--- src/rtl/spim_pkg.sv ---
package spim_pkg;
  localparam logic [6:0] A_SRST  = 7'h40;
  localparam logic [6:0] A_CTRL  = 7'h60;
  localparam logic [6:0] A_STAT  = 7'h64;
  localparam logic [6:0] A_TXD   = 7'h68;
  localparam logic [6:0] A_RXD   = 7'h6C;
  localparam logic [6:0] A_SEL   = 7'h70;
  localparam logic [6:0] A_TXOCC = 7'h74;
  localparam logic [6:0] A_RXOCC = 7'h78;

  localparam logic [31:0] SRST_KEY   = 32'h0000_000A;
  localparam logic [31:0] EMPTY_WORD = 32'hDEAD_BEEF;

  localparam int CB_TXCLR = 5;
  localparam int CB_RXCLR = 6;
  localparam int CB_INH   = 8;
endpackage

--- src/rtl/spim_fifo.sv ---
module spim_fifo #(
  parameter int DW    = 8,
  parameter int DEPTH = 256,
  localparam int AW   = $clog2(DEPTH),
  localparam int CW   = AW + 1
) (
  input  logic          clk,
  input  logic          rst,
  input  logic          clr,
  input  logic          push,
  input  logic [DW-1:0] din,
  input  logic          pop,
  output logic [DW-1:0] dout,
  output logic [CW-1:0] count,
  output logic          empty,
  output logic          full
);
  logic [DW-1:0] mem [DEPTH];
  logic [AW-1:0] wptr, rptr;
  logic          do_push, do_pop;

  assign empty   = (count == '0);
  assign full    = (count == CW'(DEPTH));
  assign do_push = push && !full;
  assign do_pop  = pop && !empty;

  always_ff @(posedge clk) begin
    if (do_push) mem[wptr] <= din;
  end

  always_ff @(posedge clk) begin
    if (do_pop) dout <= mem[rptr];
  end

  always_ff @(posedge clk) begin
    if (rst || clr) begin
      wptr  <= '0;
      rptr  <= '0;
      count <= '0;
    end else begin
      if (do_push) wptr <= wptr + 1'b1;
      if (do_pop)  rptr <= rptr + 1'b1;
      case ({do_push, do_pop})
        2'b10:   count <= count + 1'b1;
        2'b01:   count <= count - 1'b1;
        default: count <= count;
      endcase
    end
  end

  // the level cannot rise without a push
  a_r12_no_growth_without_push: assert property (@(posedge clk) disable iff (rst)
    (!clr && !push) |=> (count <= $past(count)));
endmodule

--- src/rtl/spim_shifter.sv ---
module spim_shifter #(
  parameter int CLK_HALF = 2,
  localparam int DIVW    = (CLK_HALF > 1) ? $clog2(CLK_HALF) : 1
) (
  input  logic       clk,
  input  logic       rst,
  input  logic       start,
  input  logic [7:0] tx_byte,
  output logic       busy,
  output logic       done,
  output logic [7:0] rx_byte,
  output logic       sclk,
  output logic       mosi,
  input  logic       miso
);
  logic [DIVW-1:0] div;
  logic [3:0]      phase;
  logic [7:0]      sh_tx, sh_rx;

  always_ff @(posedge clk) begin
    if (rst) begin
      busy    <= 1'b0;
      done    <= 1'b0;
      sclk    <= 1'b0;
      mosi    <= 1'b0;
      div     <= '0;
      phase   <= '0;
      sh_tx   <= '0;
      sh_rx   <= '0;
      rx_byte <= '0;
    end else begin
      done <= 1'b0;
      if (!busy) begin
        if (start) begin
          busy  <= 1'b1;
          sh_tx <= tx_byte;
          mosi  <= tx_byte[7];
          sclk  <= 1'b0;
          div   <= '0;
          phase <= '0;
        end
      end else if (div == DIVW'(CLK_HALF - 1)) begin
        div   <= '0;
        phase <= phase + 1'b1;
        if (!phase[0]) begin
          sclk  <= 1'b1;
          sh_rx <= {sh_rx[6:0], miso};
        end else begin
          sclk <= 1'b0;
          if (phase == 4'd15) begin
            busy    <= 1'b0;
            done    <= 1'b1;
            rx_byte <= sh_rx;
          end else begin
            sh_tx <= {sh_tx[6:0], 1'b0};
            mosi  <= sh_tx[6];
          end
        end
      end else begin
        div <= div + 1'b1;
      end
    end
  end

  // the serial clock idles low in mode 0
  a_r6_sclk_idle_low: assert property (@(posedge clk) disable iff (rst)
    !busy |-> !sclk);
  // one completion strobe per byte
  a_r6_done_single: assert property (@(posedge clk) disable iff (rst)
    done |=> !done);
endmodule

--- src/rtl/spi_fifo_master.sv ---
module spi_fifo_master
  import spim_pkg::*;
#(
  parameter int DEPTH    = 256,
  parameter int NUM_SS   = 2,
  parameter int CLK_HALF = 2
) (
  input  logic              clk,
  input  logic              rst,
  input  logic              reg_wr,
  input  logic              reg_rd,
  input  logic [6:0]        reg_addr,
  input  logic [31:0]       reg_wdata,
  output logic [31:0]       reg_rdata,
  output logic              reg_rvalid,
  output logic              spi_sclk,
  output logic              spi_mosi,
  input  logic              spi_miso,
  output logic [NUM_SS-1:0] spi_ss_n,
  output logic              ev_tx_empty,
  output logic              ev_rx_full,
  output logic              ev_rx_overrun
);
  localparam int CW = $clog2(DEPTH) + 1;

  logic          sw_rst, blk_rst, wr_ctrl;
  logic          tx_clr, rx_clr, tx_push, tx_pop, rx_push, rx_pop;
  logic [7:0]    tx_dout, rx_dout, rx_byte;
  logic [CW-1:0] tx_cnt, rx_cnt;
  logic          tx_empty, tx_full, rx_empty, rx_full, rx_full_q;
  logic          inhibit, load_q, busy, done;
  logic [NUM_SS-1:0] sel_q;

  logic          rd_q, rd_rxd_q, rd_empty_q;
  logic [31:0]   snap, snap_q;

  assign sw_rst  = reg_wr && (reg_addr == A_SRST) && (reg_wdata == SRST_KEY);
  assign blk_rst = rst || sw_rst;
  assign wr_ctrl = reg_wr && (reg_addr == A_CTRL);
  assign tx_clr  = wr_ctrl && reg_wdata[CB_TXCLR];
  assign rx_clr  = wr_ctrl && reg_wdata[CB_RXCLR];
  assign tx_push = reg_wr && (reg_addr == A_TXD);
  assign tx_pop  = !inhibit && !tx_empty && !busy && !load_q;
  assign rx_push = done && !rx_full;
  assign rx_pop  = reg_rd && (reg_addr == A_RXD) && !rx_empty;

  spim_fifo #(.DW(8), .DEPTH(DEPTH)) u_txq (
    .clk(clk), .rst(blk_rst), .clr(tx_clr), .push(tx_push), .din(reg_wdata[7:0]),
    .pop(tx_pop), .dout(tx_dout), .count(tx_cnt), .empty(tx_empty), .full(tx_full));

  spim_fifo #(.DW(8), .DEPTH(DEPTH)) u_rxq (
    .clk(clk), .rst(blk_rst), .clr(rx_clr), .push(rx_push), .din(rx_byte),
    .pop(rx_pop), .dout(rx_dout), .count(rx_cnt), .empty(rx_empty), .full(rx_full));

  spim_shifter #(.CLK_HALF(CLK_HALF)) u_shift (
    .clk(clk), .rst(blk_rst), .start(load_q), .tx_byte(tx_dout), .busy(busy),
    .done(done), .rx_byte(rx_byte), .sclk(spi_sclk), .mosi(spi_mosi), .miso(spi_miso));

  // control, select and event registers
  always_ff @(posedge clk) begin
    if (blk_rst) begin
      inhibit       <= 1'b0;
      sel_q         <= '1;
      load_q        <= 1'b0;
      rx_full_q     <= 1'b0;
      ev_tx_empty   <= 1'b0;
      ev_rx_full    <= 1'b0;
      ev_rx_overrun <= 1'b0;
    end else begin
      if (wr_ctrl) inhibit <= reg_wdata[CB_INH];
      if (reg_wr && (reg_addr == A_SEL)) sel_q <= reg_wdata[NUM_SS-1:0];
      load_q        <= tx_pop;
      rx_full_q     <= rx_full;
      ev_tx_empty   <= done && tx_empty && !load_q;
      ev_rx_full    <= rx_full && !rx_full_q;
      ev_rx_overrun <= done && rx_full;
    end
  end

  assign spi_ss_n = sel_q;

  // read pipeline: stage 1 snapshots, stage 2 drives the port
  always_comb begin
    snap = '0;
    case (reg_addr)
      A_CTRL:  snap[CB_INH] = inhibit;
      A_STAT:  snap[3:0] = {tx_full, tx_empty, rx_full, rx_empty};
      A_SEL:   snap[NUM_SS-1:0] = sel_q;
      A_TXOCC: snap = tx_empty ? '0 : 32'(tx_cnt - 1'b1);
      A_RXOCC: snap = rx_empty ? '0 : 32'(rx_cnt - 1'b1);
      default: snap = '0;
    endcase
  end

  always_ff @(posedge clk) begin
    if (blk_rst) begin
      rd_q       <= 1'b0;
      rd_rxd_q   <= 1'b0;
      rd_empty_q <= 1'b0;
      snap_q     <= '0;
      reg_rvalid <= 1'b0;
      reg_rdata  <= '0;
    end else begin
      rd_q       <= reg_rd;
      rd_rxd_q   <= reg_rd && (reg_addr == A_RXD);
      rd_empty_q <= rx_empty;
      snap_q     <= snap;
      reg_rvalid <= rd_q;
      if (rd_q)
        reg_rdata <= rd_rxd_q ? (rd_empty_q ? EMPTY_WORD : {24'b0, rx_dout}) : snap_q;
    end
  end

  // a read of an empty receive queue leaves its level alone
  a_r3_empty_read_keeps_level: assert property (@(posedge clk) disable iff (rst)
    (reg_rd && (reg_addr == A_RXD) && rx_empty && !done && !rx_clr && !sw_rst)
      |=> (rx_cnt == '0));
  // with inhibit set and nothing in flight, the engine stays idle
  a_r5_inhibit_holds_idle: assert property (@(posedge clk) disable iff (rst)
    (inhibit && !busy && !load_q && !sw_rst) |=> !busy);
  // the key value returns every select line high
  a_r10_soft_reset_selects: assert property (@(posedge clk) disable iff (rst)
    sw_rst |=> (&spi_ss_n));
endmodule

--- config.mk ---
export PLATFORM = sky130hd
export DESIGN_NAME = spi_fifo_master
export DESIGN_NICKNAME = d
export VERILOG_FILES = /design/src/rtl/spim_pkg.sv /design/src/rtl/spim_fifo.sv /design/src/rtl/spim_shifter.sv /design/src/rtl/spi_fifo_master.sv
export SDC_FILE = /design/constraint.sdc
export NUM_CORES = 2
export LEC_CHECK = 0
export BUFFER_PORTS_ARGS = -buffer_cell sky130_fd_sc_hd__buf_2
export CAP_MARGIN = 40
export CORE_UTILIZATION = 60
export DETAILED_ROUTE_END_ITERATION = 8
export HOLD_SLACK_MARGIN = 0.15
export PLACE_DENSITY = 0.76
export SLEW_MARGIN = 40
export SYNTH_ARGS = -nofsm -noshare
export SYNTH_HDL_FRONTEND = slang
export SYNTH_SLANG_ARGS = --single-unit
export TNS_END_PERCENT = 5
--- constraint.sdc ---
create_clock -name clk -period 13.7 [get_ports clk]
set_clock_uncertainty 0.05 [all_clocks]
set_input_delay 0.685 -clock clk [delete_from_list [all_inputs] [get_ports clk]]
set_output_delay 0.685 -clock clk [all_outputs]
set_load 0.03 [all_outputs]
# [After elaboration in Yosys (flattened, before gate mapping)]
# Memory sizes are Yosys's and may differ from the RTL's. A register that Yosys moved wholly into a read port is not among the register bits.
# Index checks and enable logic that the tools add are counted.
[totals] regBits=158 mem_bits_rw=4096 memories=2 input_bits=44 out_inout_bits=40
[mem_list] memory="u_rxq.mem" words=256 width=8 read_ports=1 rd_clocked_by_memory_dff=1 write_ports=1 line="spim_fifo.sv:18" source="logic [DW-1:0] mem [DEPTH];"
[mem_list] memory="u_txq.mem" words=256 width=8 read_ports=1 rd_clocked_by_memory_dff=1 write_ports=1 line="spim_fifo.sv:18"
[op_classes] n_addsub=12 eq_ne=19 n_bitwise=3 muxes=40 n_reduce_logical=42
[op_table] op="2-to-1 mux 32 bit" n=4
[op_table] op="== test 7 bit (second input constant)" n=8
[op_table] op="case mux 23 bit (2 select lines)" n=1
[op_table] op="case mux 9 bit (2 select lines)" n=2
[op_table] op="2-to-1 mux 7 bit" n=5
[op_table] op="adder 8 x 1 -> 8 bit (second input constant)" n=4
[op_table] op="== test 32 x 4 -> 1 bit (second input constant)" n=1
[op_table] op="logical AND 1 bit" n=21
[op_table] op="2-to-1 mux 1 bit" n=21
[op_table] op="subtractor 9 x 1 -> 10 bit (second input constant)" n=2
[op_table] op="adder 9 x 1 -> 9 bit (second input constant)" n=2
[op_table] op="== test 9 bit (second input constant)" n=2
[op_table] op="logical NOT 9 bit" n=2
[op_table] op="subtractor 9 x 1 -> 9 bit (second input constant)" n=2
[op_table] op="2-to-1 mux 4 bit" n=3
[op_table] op="logical NOT 1 bit" n=8
[op_table] op="case mux 2 bit (4 select lines)" n=1
[op_table] op="case mux 4 bit (2 select lines)" n=1
[op_table] op="AND reduction 4 bit" n=2
[op_table] op="!= test 2 bit (second input constant)" n=3
[op_table] op="case mux 2 bit (3 select lines)" n=1
[op_table] op="nonzero test 2 bit" n=3
[op_table] op="adder 4 x 1 -> 4 bit (second input constant)" n=1
[op_table] op="== test 2 x 1 -> 1 bit (second input constant)" n=2
[op_table] op="9 further kinds" n=14

# [Logic depth before layout (Yosys ltp)]
[logic_depth] word_depth=8 mapped_depth=17 mapped_depth_nobuf=16

# [Modules after synthesis]
# Synthesis repeated with hierarchy kept, for this count alone.
[unflattened] hier_cells=8346 hier_area_um2=165962.9
[modules_own_cells] mod="spim_fifo" area_each_um2=81324.2 seq_area_each_um2=62239.7 cells_per_inst=3983 instances=2
[modules_own_cells] mod="spi_fifo_master" area_each_um2=1981.9 seq_area_each_um2=660.6 cells_per_inst=245 instances=1
[modules_own_cells] mod="spim_shifter" area_each_um2=1332.5 seq_area_each_um2=620.6 cells_per_inst=135 instances=1

# [Worst setup path after synthesis]
# OpenSTA, ideal clock, no wires.
[synth_timing] path_type="register to register" start="register u_shift.rx_byte[0]" end="memory u_rxq.mem[0][0], data pin" period_less_slack_ns=4.302 arrival_ns=3.397 setup_slack_ns=9.398 path_stages_with_launch=1 required_ns=12.794 setup_ns=0.856 cell_sequence="dfxtp_1"
[synth_rtl] item="start, declared" line="spim_shifter.sv:11" source="output logic [7:0] rx_byte,"
[synth_rtl] item="start signal, assigned" line="spim_shifter.sv:53" source="rx_byte <= sh_rx;"
[synth_rtl] item="end, declared" line="spim_fifo.sv:18"
# Straight into the memory's write port.

==> results.tsv <==
metric	value	unit
die area	278000	um2
most common cell after layout, fill and taps aside	edfxtp_1	
Setup crit end kind	register	
pins over their slew limit	0	
fill count	16600	
die height	527	um
crit path buf inv count	4	
count of input and output buffers	83	
Fin Setup TNS	0	ps
standard cell area after detailed placement	170000	um2
Peak supply drop	0.263	mV
Final Cell Area	184000	um2
slowest cell on the critical path	buf_4	
post-detailed-placement half-perimeter wirelength	256000	um
actual slew at the worst max-slew pin	975	ps
RSZ-0062 raised after global routing	false	
worst setup timing slack at the placement stage	8110	ps
post-layout utilization of the core	67.1	%
cell depth of the worst flop-to-flop path	12	
run status	finished clean	
cell count after synthesis	8174	
setup slack of the worst register-to-register path	8110	ps
Post-route DRC	0	
pin count of the biggest net entering global routing	200	
total of warnings raised by yosys	0	
Final #Nets	8441	
CTS HTree Levels	5	
critical path's most frequent cell	buf_4	
area used by sequential logic in the layout	126000	um2
area taken by multi-input logic gates	37800	um2
required time of the critical path	14340	ps
number of clock buffers inserted by TritonCTS	403	
final cycle utilization of the critical path	40.8	%
sequential share of the synthesized area	75.9	%
count of final setup violators	0	
Avg Inst Size Synth	20.3	um2
number of antenna violations at the first check in global routing	12	
critical path startpoint category	register	
synthesis-stage register bit count	4226	
reg-to-reg startpoint	u_txq.rptr[0]	
total stage count of the critical path	12	
placeable core region	274000	um2
FMAX	179	MHz
P_leak	56.1	nW
Worst setup startpoint	u_txq.rptr[0]	
final critical-path required period	5590	ps
later-pin clock latency in the skew report	930	ps
overall power	28.5	mW
GPL Wtd Cong	0.930	
Post-CTS Hold Buffers	10	
FFs w/ async S/R, synth	0	%
Via Count	85500	
initial core utilization	60.4	%
Global Route Usage Sum	31.0	%
total wire length	431000	um
Net Count, Synth	8251	
num rows	192	
TritonCTS clock tree	built	
ys flop type	edfxtp_1	
first-pass GRT wire length	615000	um
via density per instance	6.90	
CTS sink count	4226	
Worst EP arrival	6230	ps
cell taking the most area after synthesis	edfxtp_1	
number of max-cap violations	0	
number of DRC markers after the initial detailed-route iteration	12500	
areal power density over the cells	155	nW/um2
number of enable flip-flop cells after synthesis	4112	
post-route ant nets	0	
Layout Area Growth over Synthesis	11.0	%
most frequent cells in the layout	4112 x edfxtp_1, 948 x mux4_2, 466 x nor2_1, 425 x mux2i_1, 413 x clkbuf_16	
cell breakdown of the critical path	buf_12 -> buf_4 -> buf_4 -> buf_4 -> mux4_2 -> mux2i_1 -> nor2_1 -> a2111oi_0 -> nor3_1 -> a211oi_1 -> o21ai_1 -> o221a_1	
cell types with the largest area share after synthesis	edfxtp_1 75%, mux4_2 13%, mux2i_1 2.6%	
kind of cell adding the most delay to the critical path	buffers and inverters	
post-CTS setup buffer count	0	
fraction of layout cells with a size suffix above 1	24.7	%
clk slew on worst S/H paths	60	ps
highest net fanout along the worst path	39	
Unique masters post-synth	85	
PostCTS Resize Cnt	0	
Slew Limit Headroom	34.7	%
first-pass iteration count of the detailed router	9	
smallest setup slack after layout	8110	ps
worst r2r dst	u_txq.dout[7]	
worst hold path type	in2reg	
Setup Crit Path Kind	reg2reg	
Max Root-Sink Buffers	4	
final hold vios	0	
global-route congestion overflow total	0	
Top Ports	84	
x dimension of the die	527	um
netlist area before placement	166000	um2
capturing instance or port of the critical path	u_txq.dout[7]	
buffer cell driving the clock tree root	clkbuf_16	
vias in the first global route	85700	
wire length per cell	34.7	um
area share of the leading cell type in the synthesized netlist	74.5	%
slowest stage delay, CP	700	ps
## where the power goes
group,internal [mW],switching [mW],leakage (nW)
Combinational,1.44,1.77,11.3
Clock,6.36,4.74,6.36
Sequential,14.1,0.105,38.5
## sequential cells by signal, summed over array words and instances, names as in the netlist, 2 cells and up
name             flops
u_txq.dout           8
u_rxq.mem         2048
u_rxq.rptr           8
snap_q              10
reg_rdata           11
u_shift.sh_rx        8
u_rxq.count          9
u_rxq.wptr           8
spi_ss_n             2
u_rxq.dout           8
u_txq.rptr           8
u_txq.wptr           8
u_shift.rx_byte      8
u_shift.phase        4
u_txq.mem         2048
u_txq.count          9
u_shift.sh_tx        7
## worst register-to-register path, stage by stage (launching register included)
cell and delay [ps]:
dfxtp_4 530, buf_12 290, buf_4 660, buf_4 630
buf_4 750, mux4_2 660, mux2i_1 180, nor2_1 70
a2111oi_0 470, nor3_1 180, a211oi_1 630, o21ai_1 110
o221a_1 140
## through the flow
step                      std cells  hold slack [ps]
after CTS                     12400              185
after floorplan                8174              326
after global placement        11600              331
final                         12400              224
after detailed placement      11600              343
after global routing          12400              210
## Yosys cell counts, drive strengths merged, types with 38 or more instances
cell	count
nor2	705
edfxtp	4112
o22ai	52
nand3	79
a22oi	45
buf	291
a211oi	38
o221ai	46
a221oi	74
mux4	948
o21ai	108
nor2b	48
nor3	46
mux2i	425
mux2	45
clkbuf	215
dfxtp	114
a21oi	190
nand2	207
## final cells by class
class,count,share of cell area (%)
Timing Repair Buffer,291,1.36
Clock buffer,519,5.90
Multi-Input combinational cell,3409,20.5
Antenna cell,11,0.0150
Sequential cell,4226,68.4
Tap cell,3686,2.51
Inverter,33,0.0714
Clock inverter,222,1.18
## worst min-delay path by stage
stage / from / end / slack [ps] / depth (start not counted)
finish: reg_wdata[1] / u_txq.mem[11][1] / 220 / 1
global route: reg_wdata[5] / u_txq.mem[86][5] / 210 / 1
CTS: reg_addr[5] / snap_q[2] / 190 / 4
detailed placement: rx_full_q / ev_rx_full / 340 / 1
global placement: rx_full_q / ev_rx_full / 330 / 1
floorplan: rx_full_q / ev_rx_full / 330 / 1
## cell families after synthesis
logic type / after synthesis / share of synthesized area [%]
AOI/OAI and AO/OA: 710 / 2.91
xor gates and xnor gates: 46 / 0.243
adders and majority gates: 33 / 0.258
buffers and inverters: 539 / 1.82
DFF: 4226 / 75.9
muxes: 1418 / 15.8
and+or+nand+nor: 1202 / 3.09
## metal layers
layer	wire length (um)	global-route usage, %
met4	31800	19.6
met5	51	0.156
met3	46000	6.55
met2	206000	49.0
met1	147000	39.6
No activity file was read; power rests on OpenSTA's default activity.
